[src/rtl/vdec_pkg.sv]
// Shared encodings for the variable-length instruction decoder.
// Assumes four-bit operation nibbles; codes above OP_POP are undefined.
package vdec_pkg;

    typedef enum logic [3:0] {
        OP_NOP   = 4'h0,
        OP_HALT  = 4'h1,
        OP_MOVRR = 4'h2,
        OP_MOVIR = 4'h3,
        OP_MOVRM = 4'h4,
        OP_MOVMR = 4'h5,
        OP_ALU   = 4'h6,
        OP_JCC   = 4'h7,
        OP_CALL  = 4'h8,
        OP_RET   = 4'h9,
        OP_PUSH  = 4'hA,
        OP_POP   = 4'hB
    } op_e;

    // Highest function nibble defined for each class that has variants.
    localparam logic [3:0] ALU_FN_MAX = 4'd3;
    localparam logic [3:0] JCC_FN_MAX = 4'd6;

    // Layout of one instruction as implied by its first byte.
    typedef struct packed {
        logic has_regs;     // a register byte follows byte 0
        logic has_const;    // a word-sized constant is present
        logic const_early;  // constant starts at byte 1 instead of byte 2
        logic bad_code;     // operation nibble undefined
        logic bad_fn;       // function nibble undefined for this class
    } shape_t;

endpackage

[src/rtl/idec_classify.sv]
// Classifies the first instruction byte: which fields follow, how long
// the instruction is, and whether the encoding is defined.
// Assumes the constant is WORD_BYTES long and the register byte one byte.
module idec_classify
    import vdec_pkg::*;
#(
    parameter int WORD_BYTES = 4,
    parameter int LEN_W      = $clog2(WORD_BYTES + 3)
) (
    input  logic [7:0]       op_byte,
    output shape_t           shape,
    output logic [LEN_W-1:0] len
);

    logic [3:0] code;
    logic [3:0] fn;

    assign code = op_byte[7:4];
    assign fn   = op_byte[3:0];

    // Purpose: map the operation nibble to the field layout.
    always_comb begin
        shape = '0;
        case (code)
            OP_NOP, OP_HALT, OP_RET: ;
            OP_MOVRR, OP_ALU, OP_PUSH, OP_POP:
                shape.has_regs = 1'b1;
            OP_MOVIR, OP_MOVRM, OP_MOVMR: begin
                shape.has_regs  = 1'b1;
                shape.has_const = 1'b1;
            end
            OP_JCC, OP_CALL: begin
                shape.has_const   = 1'b1;
                shape.const_early = 1'b1;
            end
            default:
                shape.bad_code = 1'b1;
        endcase
        if (code == OP_ALU)
            shape.bad_fn = (fn > ALU_FN_MAX);
        else if (code == OP_JCC)
            shape.bad_fn = (fn > JCC_FN_MAX);
        else if (!shape.bad_code)
            shape.bad_fn = (fn != 4'h0);
    end

    // Purpose: length is the first byte plus whichever fields are present.
    always_comb begin
        len = LEN_W'(1) + LEN_W'(shape.has_regs)
            + (shape.has_const ? LEN_W'(WORD_BYTES) : LEN_W'(0));
    end

endmodule

[src/rtl/idec_reg_pick.sv]
// Extracts the two register identifiers from the register byte, or
// reports the "none" identifier for both when no register byte exists.
// Assumes the register byte holds two REG_ID_W-bit identifiers.
module idec_reg_pick #(
    parameter int REG_ID_W = 4,
    parameter int NO_REG   = 8
) (
    input  logic [2*REG_ID_W-1:0] reg_byte,
    input  logic                  has_regs,
    output logic [REG_ID_W-1:0]   reg_a,
    output logic [REG_ID_W-1:0]   reg_b
);

    // Purpose: pass through the nibbles or substitute the none marker.
    always_comb begin
        if (has_regs) begin
            reg_a = reg_byte[2*REG_ID_W-1:REG_ID_W];
            reg_b = reg_byte[REG_ID_W-1:0];
        end else begin
            reg_a = REG_ID_W'(NO_REG);
            reg_b = REG_ID_W'(NO_REG);
        end
    end

endmodule

[src/rtl/idec_const_pick.sv]
// Assembles the little-endian constant from the window, starting at
// byte 1 or byte 2. Returns zero when the instruction carries none.
// Assumes a window of WORD_BYTES + 2 bytes, byte 0 in the low bits.
module idec_const_pick #(
    parameter int WORD_BYTES = 4
) (
    input  logic [8*(WORD_BYTES+2)-1:0] win,
    input  logic                        has_const,
    input  logic                        const_early,
    output logic [8*WORD_BYTES-1:0]     value
);

    localparam int EARLY_OFS = 1;
    localparam int LATE_OFS  = 2;

    // Purpose: each constant byte k comes from window byte offset + k.
    for (genvar k = 0; k < WORD_BYTES; k++) begin : g_byte
        logic [7:0] early_b;
        logic [7:0] late_b;
        assign early_b = win[8*(k+EARLY_OFS) +: 8];
        assign late_b  = win[8*(k+LATE_OFS) +: 8];
        assign value[8*k +: 8] = !has_const  ? 8'h00 :
                                 const_early ? early_b : late_b;
    end

endmodule

[src/rtl/vlen_decoder.sv]
// Registered decoder for one variable-length instruction per clock.
// Combines first-byte classification, register and constant extraction,
// and next-address calculation, then registers the result.
// Assumes the window always holds enough bytes for the longest form.
module vlen_decoder
    import vdec_pkg::*;
#(
    parameter int ADDR_W     = 32,
    parameter int WORD_BYTES = 4,
    parameter int REG_ID_W   = 4,
    parameter int NO_REG     = 8,
    parameter int LEN_W      = $clog2(WORD_BYTES + 3)
) (
    input  logic                        clk,
    input  logic                        rst_n,
    input  logic                        in_vld,
    input  logic [ADDR_W-1:0]           in_pc,
    input  logic [8*(WORD_BYTES+2)-1:0] in_win,
    output logic                        dec_vld,
    output logic [3:0]                  dec_code,
    output logic [3:0]                  dec_fn,
    output logic [REG_ID_W-1:0]         dec_ra,
    output logic [REG_ID_W-1:0]         dec_rb,
    output logic [8*WORD_BYTES-1:0]     dec_const,
    output logic [LEN_W-1:0]            dec_len,
    output logic [ADDR_W-1:0]           dec_next_pc,
    output logic                        dec_bad
);

    localparam int LONG_LEN  = WORD_BYTES + 2;
    localparam int JUMP_LEN  = WORD_BYTES + 1;

    shape_t                    shape;
    logic [LEN_W-1:0]          len_c;
    logic [REG_ID_W-1:0]       ra_c;
    logic [REG_ID_W-1:0]       rb_c;
    logic [8*WORD_BYTES-1:0]   const_c;
    logic [ADDR_W-1:0]         next_pc_c;

    idec_classify #(
        .WORD_BYTES (WORD_BYTES),
        .LEN_W      (LEN_W)
    ) u_classify (
        .op_byte (in_win[7:0]),
        .shape   (shape),
        .len     (len_c)
    );

    idec_reg_pick #(
        .REG_ID_W (REG_ID_W),
        .NO_REG   (NO_REG)
    ) u_regs (
        .reg_byte (in_win[8 +: 2*REG_ID_W]),
        .has_regs (shape.has_regs),
        .reg_a    (ra_c),
        .reg_b    (rb_c)
    );

    idec_const_pick #(
        .WORD_BYTES (WORD_BYTES)
    ) u_const (
        .win         (in_win),
        .has_const   (shape.has_const),
        .const_early (shape.const_early),
        .value       (const_c)
    );

    // Purpose: address of the instruction that follows sequentially.
    always_comb begin
        next_pc_c = in_pc + ADDR_W'(len_c);
    end

    // Purpose: output stage; reset clears valid, accepted windows load.
    always_ff @(posedge clk) begin
        if (!rst_n) begin
            dec_vld     <= 1'b0;
            dec_code    <= '0;
            dec_fn      <= '0;
            dec_ra      <= '0;
            dec_rb      <= '0;
            dec_const   <= '0;
            dec_len     <= '0;
            dec_next_pc <= '0;
            dec_bad     <= 1'b0;
        end else begin
            dec_vld <= in_vld;
            if (in_vld) begin
                dec_code    <= in_win[7:4];
                dec_fn      <= in_win[3:0];
                dec_ra      <= ra_c;
                dec_rb      <= rb_c;
                dec_const   <= const_c;
                dec_len     <= len_c;
                dec_next_pc <= next_pc_c;
                dec_bad     <= shape.bad_code | shape.bad_fn;
            end
        end
    end

    // reset drops the valid output after the edge.
    p_reset_clears_r1: assert property (@(posedge clk)
        !rst_n |=> !dec_vld);

    // the operation nibble shown is the one accepted a cycle earlier.
    p_code_latency_r2: assert property (@(posedge clk) disable iff (!rst_n)
        dec_vld |-> dec_code == $past(in_win[7:4]));

    // only the four legal lengths ever appear.
    p_len_legal_r3: assert property (@(posedge clk) disable iff (!rst_n)
        dec_vld |-> (dec_len == LEN_W'(1) || dec_len == LEN_W'(2) ||
                     dec_len == LEN_W'(JUMP_LEN) || dec_len == LEN_W'(LONG_LEN)));

    // next address tracks the accepted PC plus the reported length.
    p_next_pc_r5: assert property (@(posedge clk) disable iff (!rst_n)
        dec_vld |-> dec_next_pc == $past(in_pc) + ADDR_W'(dec_len));

    // forms without a register byte report the none marker twice.
    p_no_regs_r6: assert property (@(posedge clk) disable iff (!rst_n)
        (dec_vld && dec_len != LEN_W'(2) && dec_len != LEN_W'(LONG_LEN)) |->
        (dec_ra == REG_ID_W'(NO_REG) && dec_rb == REG_ID_W'(NO_REG)));

    // undefined operation codes are flagged, one byte, no constant.
    p_bad_code_r8: assert property (@(posedge clk) disable iff (!rst_n)
        (dec_vld && dec_code > 4'hB) |->
        (dec_bad && dec_len == LEN_W'(1) && dec_const == '0));

endmodule

[config.mk]
export PLATFORM = sky130hd
export DESIGN_NAME = vlen_decoder
export DESIGN_NICKNAME = d
export VERILOG_FILES = /design/src/rtl/vdec_pkg.sv /design/src/rtl/idec_classify.sv /design/src/rtl/idec_reg_pick.sv /design/src/rtl/idec_const_pick.sv /design/src/rtl/vlen_decoder.sv
export SDC_FILE = /design/constraint.sdc
export NUM_CORES = 1
export LEC_CHECK = 0
export ABC_CLOCK_PERIOD_IN_PS = 5300
export BUFFER_PORTS_ARGS = -buffer_cell sky130_fd_sc_hd__buf_2
export CAP_MARGIN = 20
export CORE_ASPECT_RATIO = 1.5
export CORE_UTILIZATION = 45
export CTS_CLUSTER_SIZE = 40
export DETAILED_ROUTE_END_ITERATION = 16
export PLACE_DENSITY = 0.76
export SYNTH_ARGS = -nofsm -noshare
export SYNTH_HDL_FRONTEND = slang
export SYNTH_SLANG_ARGS = --single-unit
export TNS_END_PERCENT = 30
[constraint.sdc]
create_clock -name clk -period 5.3 [get_ports clk]
set_input_delay 1.06 -clock clk [delete_from_list [all_inputs] [get_ports clk]]
set_output_delay 1.06 -clock clk [all_outputs]
set_load 0.005 [all_outputs]
### Word level (Yosys, flattened, before mapping)

Cells that the tools add are included.

* latch bits: 0
* bits in writable memories: 0
* input bits: 83
* word-level logic and storage cells: 50
* memory bits (read-only): 0
* output and inout bits: 85
* register bits after elaboration: 85
* memories: 0

* equality and inequality tests: 11
* div/mod/pow operators: 0
* add/sub/neg operators: 3
* magnitude comparators: 2
* shift operators: 0
* bitwise logic cells: 1
* reductions and logical operators: 6
* mux-type cells: 18
* multipliers: 0

Operators by type and width (count)
* 2-to-1 mux 8 bit: 8
* adder 32 x 3 -> 32 bit: 1
* == test 4 x 3 -> 1 bit, second input constant: 4
* == test 4 bit, second input constant: 4
* OR reduction 12 bit: 1
* == test 4 x 2 -> 1 bit, second input constant: 2
* 2-to-1 mux 4 bit: 2
* 2-to-1 mux 1 bit: 7
* OR reduction 7 bit: 1
* OR reduction 5 bit: 1
* == test 4 x 1 -> 1 bit, second input constant: 1
* > comparator 4 x 2 -> 1 bit, second input constant: 1
* > comparator 4 x 3 -> 1 bit, second input constant: 1
* zero test 4 bit: 1
* nonzero test 4 bit: 1
* adder 3 bit: 1
* 2-to-1 mux 3 bit: 1
* adder 1 x 1 -> 2 bit, first input constant: 1
* OR reduction 2 bit: 1
* bitwise OR 1 bit: 1

### Depth between registers and ports, before layout

Gate-level depths: netlist of run 1.

* word-level depth: 6
* mapped depth: 13
* mapped depth without buffers: 11

### Cells and area by module

Synthesis of run 1 repeated with hierarchy kept, for this count alone.

* cell total of the unflattened synthesis: 512
* area, all modules: 4576.9 um2

Modules (own cells, without submodules)
* vlen_decoder: cells an instance 411, instances 1, seq. area each 1701.6 um2, area each 3783.6 um2
* idec_const_pick: cells an instance 71, instances 1, seq. area each 0.0 um2, area each 603.1 um2
* idec_classify: cells an instance 22, instances 1, seq. area each 0.0 um2, area each 140.1 um2
* idec_reg_pick: cells an instance 8, instances 1, seq. area each 0.0 um2, area each 50.0 um2

### Worst setup path before layout of run 1

OpenSTA, ideal clock, no wires.

* path kind: input to register
* from: in in_win[6]
* to: reg dec_next_pc[28]
* buffers on the path: 2
* setup time: 0.132 ns
* required time: 5.168 ns
* path slack: 1.870 ns
* arrival: 3.298 ns
* stages on the path: 12
* cell sequence: mux2_2 -> clkbuf_1 -> inv_1 -> ha_1 -> inv_1 -> fa_1 -> nor2b_1 -> o2111ai_1 -> clkbuf_1 -> nor4_1 -> xnor2_1 -> a21oi_1

* cells in the longest elaborated chain, start to end: 6
* elaborated cells on any way between the ends: 17
* those cells by class: add/sub (3); eq/ne (9); mux (3); reduce/logical (2)

RTL lines
* start, declared: RTL line vlen_decoder.sv:18 `input logic [8*(WORD_BYTES+2)-1:0] in_win,`
* == test 4 x 2 -> 1 bit (tied with other cells): RTL line idec_classify.sv:24 `case (code)`
* OR reduction 7 bit (no line) *
* 2-to-1 mux 1 bit *: RTL line idec_classify.sv:24
* adder 1 x 1 -> 2 bit *: RTL line idec_classify.sv:49 `len = LEN_W'(1) + LEN_W'(shape.has_regs)`
* adder 3 bit *: RTL line idec_classify.sv:50 `+ (shape.has_const ? LEN_W'(WORD_BYTES) : LEN_W'(0));`
* net len_c[1]: RTL line vlen_decoder.sv:34 `logic [LEN_W-1:0] len_c;`
* adder 32 x 3 -> 32 bit *: RTL line vlen_decoder.sv:70 `next_pc_c = in_pc + ADDR_W'(len_c);`
* end signal, assigned: RTL line vlen_decoder.sv:94 `dec_next_pc <= next_pc_c;`
* end, declared: RTL line vlen_decoder.sv:26 `output logic [ADDR_W-1:0] dec_next_pc,`

The timed path passes the listed nets; every way through them passes the cells marked *.
A chain may end at the register's enable or synchronous reset.

### Worst setup path in the final report of run 1

* from: in in_win[6]
* to: reg dec_next_pc[16]

The elaborated chain is that of the path after synthesis.

==> flow_metrics.py, run 1 <==
metrics = {
    "setup_path": {
        "cp-start-kind": "input port",
        "max_stage_delay_ns": 0.51,
        "arrival_ns": 3.92,
        "path_cells": "buf_2, mux2_2, inv_1, ha_1, inv_1, fa_1, nor2b_1, o2111ai_1, or3_1, a311oi_1",
        "critPathMaxFanout": 12,
        "path_delay_family": "simple AND/OR/NAND/NOR gates",
        "crit_buf_inv": 3,
        "slowest_stage": "or3_1",
        "critical_path.most_common_cell": "inv_1",
        "crit_path_end_kind": "flip-flop",
        "critPathRequiredTime_ns": 5.55,
        "critPathKind": "in2reg",
    },
    "power": {
        "ir_drop_mv": 0.178,
        "swShare_pct": 25.3,
        "p_int_w": 0.00115,
        "p_comb_share_pct": 15.4,
        "leakage_nw": 2.53,
        "powerDensity_nw_per_um2": 299,
        "pwr-share-seq_pct": 45.0,
        "power_frac_clock_pct": 39.6,
        "p_sw_w": 0.000389,
    },
    "route": {
        "wl_per_cell_um": 15.4,
        "first_iter_violations": 158,
        "dr.pass1.iters": 4,
        "avgViaCountPerCell": 5.49,
        "routed_wl_mm": 10.9,
        "drc_errors": 0,
        "num_vias": 3900,
        "drtAntennaViolNets": 0,
    },
    "sta": {
        "hold_viol_final": 0,
        "fin_skew_ns": 0,
        "worstMarginPinSlew_ns": 1.02,
        "finalCriticalPeriod_ns": 3.67,
        "slew_viol_final": 0,
        "rsz0062_at_grt": "no",
        "whs_ns": 0.462,
        "fmax_ghz": 0.272,
        "slew_headroom_pct": 32.0,
        "finalSetupViolations": 0,
        "finalSetupTns_ns": 0,
        "period_share_pct": 69.3,
    },
    "clocking": {
        "cts_resized": 0,
        "cts_sinks": 85,
        "cts_tree": "done",
        "post_cts_buffers": 0,
        "cts_max_path_buffers": 2,
        "cts_root_buf": "clkbuf_16",
        "numCtsBuffers": 9,
        "clkTransAtPathRegs_ns": 0.06,
        "hold_buffers": 0,
        "htree_levels": 3,
        "clk_latency_ns": 0.33,
    },
    "final_layout": {
        "drive_gt1_share_pct": 31.8,
        "multi_input_area_um2": 2100,
        "antenna_cells": 0,
        "fillers": 777,
        "regArea_um2": 1700,
        "area_growth_syn_to_layout_pct": 27.9,
        "final_nets": 685,
    },
    "synthesis": {
        "syn_area_per_cell_um2": 8.94,
        "async_reset_ff_share_pct": 0,
        "synthCells": 450,
        "synth_seq_cells": 85,
        "ys_types": 43,
        "synth-main-ff-cell": "dfxtp_1",
        "synth_edf_count": 0,
        "synth_seq_area_share_pct": 42.3,
        "syn-num-nets": 537,
        "syn_area_um2": 4020,
        "yosysWarnings": 0,
    },
    "floorplanning": {
        "core_area_um2": 8520,
        "start_util_pct": 47.2,
        "rows": 41,
        "dieArea_um2": 9330,
        "die-height_um": 118,
        "ios": 168,
        "fp.dieW_um": 79.2,
    },
    "placed_design": {
        "numPortBuffers": 167,
        "place_hpwl_mm": 8.07,
        "gp_congestion": 0.821,
    },
    "run_status": {
        "status": "finished, final reports clean",
    },
    "grt": {
        "track_usage_pct": 23.5,
        "antenna_found_initial": 0,
        "grt_start_max_net_pins": 61,
        "grt_pass1_vias": 3681,
        "grt_first_pass_wirelength_mm": 17.2,
        "grt-ovfl-total": 0,
    },
    "flow_run": {
        "maxCapViolCount": 0,
    },
    "worst_hold_path": {
        "hold_class": "reg2reg",
    },
}
## final timing paths
check	from	to	cells after the start	slack [ns]
worst min-delay path	dec_len[2]	dec_len[2]	2	0.46
worst max-delay path	in_win[6]	dec_next_pc[16]	10	1.63
worst min register to register	dec_len[2]	dec_len[2]	2	0.46
worst max register to register	dec_next_pc[31]	dec_next_pc[31]	2	4.38
## layout by cell type, fill, tap and decap left out, types with 9 or more instances in the layout
cell type,Yosys,routed
clkbuf_16,0,9
nor2_1,51,51
dfxtp_1,85,85
a2bb2oi_1,32,32
nand3_1,12,12
xnor2_1,11,11
xor2_1,12,12
buf_2,4,167
a21oi_1,38,38
nand4_1,10,10
mux2i_1,42,42
o21ai_0,37,37
nand2_1,20,20
## worst min-delay path: cells and delay by family, from the launching register on
| family | cells | cell delay, ns |
|---|---|---|
| AND/OR/NAND/NOR | 1 | 0.06 |
| AO/OA/AOI/OAI | 1 | 0.05 |
| flip-flops | 1 | 0.30 |
## layer usage
| layer | up-vias | wire length (um) | GRT usage [%] |
|---|---|---|---|
| li1 | 1924 | - | - |
| met1 | 1804 | 4350 | 25.8 |
| met2 | 144 | 5480 | 40.2 |
| met3 | 28 | 803 | 6.82 |
| met4 | 0 | 324 | 11.5 |
| met5 | - | 0 | 0 |
## per-stage QoR
step | area [um2] | instances | util, % | power, W | setup WS, ns
floorplan | 4020 | 450 | - | 0.000837 | 1.87
global placement | 4830 | 693 | 56.7 | 0.000932 | 1.35
detailed placement | 4830 | 693 | 56.7 | 0.000940 | 1.29
CTS | 5120 | 709 | 60.1 | 0.00155 | 1.64
global route | 5150 | 710 | 60.4 | 0.00160 | 1.35
finish | 5150 | 710 | 60.4 | 0.00154 | 1.63
## registers in the layout, indices dropped and copies added, names as in the netlist
name         count
dec_const       32
dec_code         4
dec_ra           4
dec_rb           4
dec_next_pc     32
dec_vld          1
dec_bad          1
dec_len          3
dec_fn           4
## power by group through the flow
| stage | registers (W) | logic, W | clock network (W) |
|---|---|---|---|
| 3_5_place_dp | 0.000705 | 0.000235 | 0 |
| 5_1_grt | 0.000695 | 0.000261 | 0.000646 |
| 4_1_cts | 0.000691 | 0.000235 | 0.000625 |
| 3_3_place_gp | 0.000704 | 0.000229 | 0 |
| 2_1_floorplan | 0.000708 | 0.000129 | 0 |
| 6_report | 0.000691 | 0.000236 | 0.000609 |
## cell families after synthesis
kind of cell	Yosys count	synth area share [%]
adders and majority gates	4	1.43
muxes	43	10.7
and+or+nand+nor	129	15.8
AOI/OAI and AO/OA	123	19.2
DFF	85	42.3
buffers and inverters	43	5.51
xor gates and xnor gates	23	5.01
## cell usage after synthesis (10+ instances only)
library cell | number | area, um2
nand2_1 | 20 | 75.1
a2bb2oi_1 | 32 | 280
nand4_1 | 10 | 62.6
nor2_1 | 51 | 191
xnor2_1 | 11 | 96.3
clkbuf_1 | 19 | 71.3
o21ai_0 | 37 | 185
a21oi_1 | 38 | 190
nand3_1 | 12 | 60.1
dfxtp_1 | 85 | 1700
xor2_1 | 12 | 105
mux2i_1 | 42 | 420
## area by class of cell
cell class | instances | area share, %
clock buffers | 9 | 4.38
clock inverters | 7 | 1.29
inverters | 9 | 0.656
multi-input cells | 322 | 40.8
flip-flops and latches | 85 | 33.1
well taps | 107 | 2.60
repair buffers | 171 | 17.2
(Power assumes the default switching activity.)
==> run 2, diff against run 1 <==
--- a/config.mk
+++ b/config.mk
@@ -5,11 +5,11 @@
 export SDC_FILE = /design/constraint.sdc
 export NUM_CORES = 1
 export LEC_CHECK = 0
-export ABC_CLOCK_PERIOD_IN_PS = 5300
+export ABC_CLOCK_PERIOD_IN_PS = 3300
 export BUFFER_PORTS_ARGS = -buffer_cell sky130_fd_sc_hd__buf_2
 export CAP_MARGIN = 20
 export CORE_ASPECT_RATIO = 1.5
-export CORE_UTILIZATION = 45
+export CORE_UTILIZATION = 43
 export CTS_CLUSTER_SIZE = 40
 export DETAILED_ROUTE_END_ITERATION = 16
 export PLACE_DENSITY = 0.76
==> constraint.sdc (replaced) <==
create_clock -name clk -period 3.3 [get_ports clk]
set_input_delay 0.66 -clock clk [delete_from_list [all_inputs] [get_ports clk]]
set_output_delay 0.66 -clock clk [all_outputs]
set_load 0.005 [all_outputs]
==> run 2 against run 1 <==
- utilization down 2.4 points
- hold slack worse by 0.0021 ns
- via count up 0.51%
- combinational power up 62%
- clock-buffer cell count up 3
- critical path type unchanged
- largest cell class unchanged
- die area up 4.6%
- largest power group unchanged
- first-iteration DRC count up 11%
- clock skew unchanged
- routed wire length up 1.0%
- total power up 66%
- cell area up 0.75%
- setup slack worse by 1.1 ns
==> flow_metrics.py, run 2 (synthesis results as in run 1) <==
metrics = {
    "sta": {
        "fin_skew_ns": 0,
        "slew_headroom_pct": 57.2,
        "hold_viol_final": 0,
        "rsz0062_at_grt": "no",
        "worstMarginPinSlew_ns": 0.642,
        "finalCriticalPeriod_ns": 2.82,
        "finalSetupTns_ns": 0,
        "finalSetupViolations": 0,
        "fmax_ghz": 0.355,
        "slew_viol_final": 0,
        "period_share_pct": 85.4,
    },
    "setup_path": {
        "timing.rr.end": "dec_next_pc[31]",
        "arrival_ns": 3.06,
        "critPathMaxFanout": 12,
        "critPathKind": "in2reg",
        "r2r-start": "dec_next_pc[31]",
        "reg2reg_slack_ns": 2.35,
        "crit_path_end_kind": "flip-flop",
        "cp-start-kind": "input port",
        "critPathRequiredTime_ns": 3.54,
        "reg2reg_depth": 2,
    },
    "run_status": {
        "status": "finished, final reports clean",
    },
    "floorplanning": {
        "ios": 168,
        "fp.dieW_um": 81.0,
        "core_area_um2": 8930,
        "rows": 42,
        "dieArea_um2": 9750,
        "die-height_um": 120,
        "start_util_pct": 45.0,
    },
    "clocking": {
        "cts_sinks": 85,
        "hold_buffers": 0,
        "post_cts_buffers": 0,
        "cts_root_buf": "clkbuf_16",
        "cts_tree": "done",
        "numCtsBuffers": 9,
        "cts_max_path_buffers": 2,
        "htree_levels": 3,
        "clk_latency_ns": 0.33,
        "cts_resized": 0,
        "clkTransAtPathRegs_ns": 0.06,
    },
    "power": {
        "power_frac_clock_pct": 41.6,
        "swShare_pct": 24.6,
        "p_int_w": 0.00192,
        "leakage_nw": 2.55,
        "p_sw_w": 0.000629,
        "p_comb_share_pct": 15.0,
        "ir_drop_mv": 0.279,
        "p_total_w": 0.00255,
        "pwr-share-seq_pct": 43.5,
        "powerDensity_nw_per_um2": 492,
    },
    "route": {
        "avgViaCountPerCell": 5.46,
        "first_iter_violations": 176,
        "routed_wl_mm": 11.1,
        "dr.pass1.iters": 5,
        "wl_per_cell_um": 15.4,
        "drtAntennaViolNets": 0,
        "num_vias": 3920,
        "drc_errors": 0,
    },
    "final_layout": {
        "fin_util_pct": 58.0,
        "area_growth_syn_to_layout_pct": 28.9,
        "reg_top3": "dec_const x32, dec_next_pc x32",
        "final_nets": 690,
        "final_common_cell": "buf_2",
        "antenna_cells": 0,
        "final_cells": 718,
        "mostFrequentLayoutCells": "buf_2, dfxtp_1, nor2_1",
        "drive_gt1_share_pct": 32.1,
    },
    "worst_hold_path": {
        "min_delay_worst_endpoint": "dec_ra[2]",
        "hold_start": "dec_ra[2]",
        "hold_class": "reg2reg",
        "hold_path_depth": 2,
    },
    "placed_design": {
        "place_hpwl_mm": 8.19,
        "numPortBuffers": 167,
        "dp.cells": 702,
        "gp_congestion": 0.862,
    },
    "grt": {
        "grt_pass1_vias": 3557,
        "track_usage_pct": 22.6,
        "grt_start_max_net_pins": 44,
        "antenna_found_initial": 0,
        "grt-ovfl-total": 0,
        "grt_first_pass_wirelength_mm": 16.8,
    },
    "flow_run": {
        "maxCapViolCount": 0,
    },
}
[run 2: cell count changes in the layout (fill, tap and decap cells not counted)]
cell / delta
inv_2: +1
clkinv_1: -1
buf_4: +6
clkinv_4: -1
clkbuf_1: +3
clkinv_2: -3
bufinv_16: +1
buf_16: -1
[run 2: layout make-up]
cell class / count / area [um2]
multi-input combinational: 322 / 2100
clock buffer: 12 / 236
fill: 806 / 3750
sequential: 85 / 1700
tap: 110 / 138
clock inverter: 4 / 72.6
timing repair buffer: 176 / 903
inverter: 9 / 33.8
[run 2: per-stage QoR]
stage,setup slack (ns),instance area (um2),hold slack [ns]
2_1_floorplan,0.270,4020,0.458
4_1_cts,0.485,5180,0.461
6_report,0.482,5180,0.459
3_5_place_dp,0.141,4880,0.451
3_3_place_gp,0.255,4880,0.447
5_1_grt,0.261,5180,0.479
[run 2: power by group through the flow]
stage | clock, W | combinational, W | sequential (W)
floorplan | 0 | 0.000208 | 0.00114
CTS | 0.00108 | 0.000384 | 0.00111
finish | 0.00106 | 0.000382 | 0.00111
detailed placement | 0 | 0.000382 | 0.00113
global route | 0.00112 | 0.000421 | 0.00112
global placement | 0 | 0.000374 | 0.00113
[run 2: worst max path at each step]
stage | start | endpoint | slack (ns) | cells after the start
2_1_floorplan | in_win[6] | dec_next_pc[28] | 0.27 | 12
5_1_grt | in_win[5] | dec_next_pc[28] | 0.26 | 13
3_5_place_dp | in_win[5] | dec_next_pc[16] | 0.14 | 12
6_report | in_win[5] | dec_next_pc[16] | 0.48 | 12
3_3_place_gp | in_win[6] | dec_next_pc[16] | 0.26 | 11
4_1_cts | in_win[5] | dec_next_pc[16] | 0.48 | 12
[run 2: metal layers]
metal	GRT usage [%]	wire length [um]
met1	25.1	4480
met2	39.4	5600
met3	7.77	850
met4	7.03	133
met5	0	0
[run 2: critical path, stage by stage]
cell	delay, ns
buf_2	0.15
a21oi_1	0.09
mux2_2	0.27
inv_1	0.10
ha_1	0.20
inv_1	0.06
fa_1	0.38
nor2b_1	0.24
o2111ai_1	0.14
buf_4	0.20
or3_1	0.31
a311oi_1	0.26
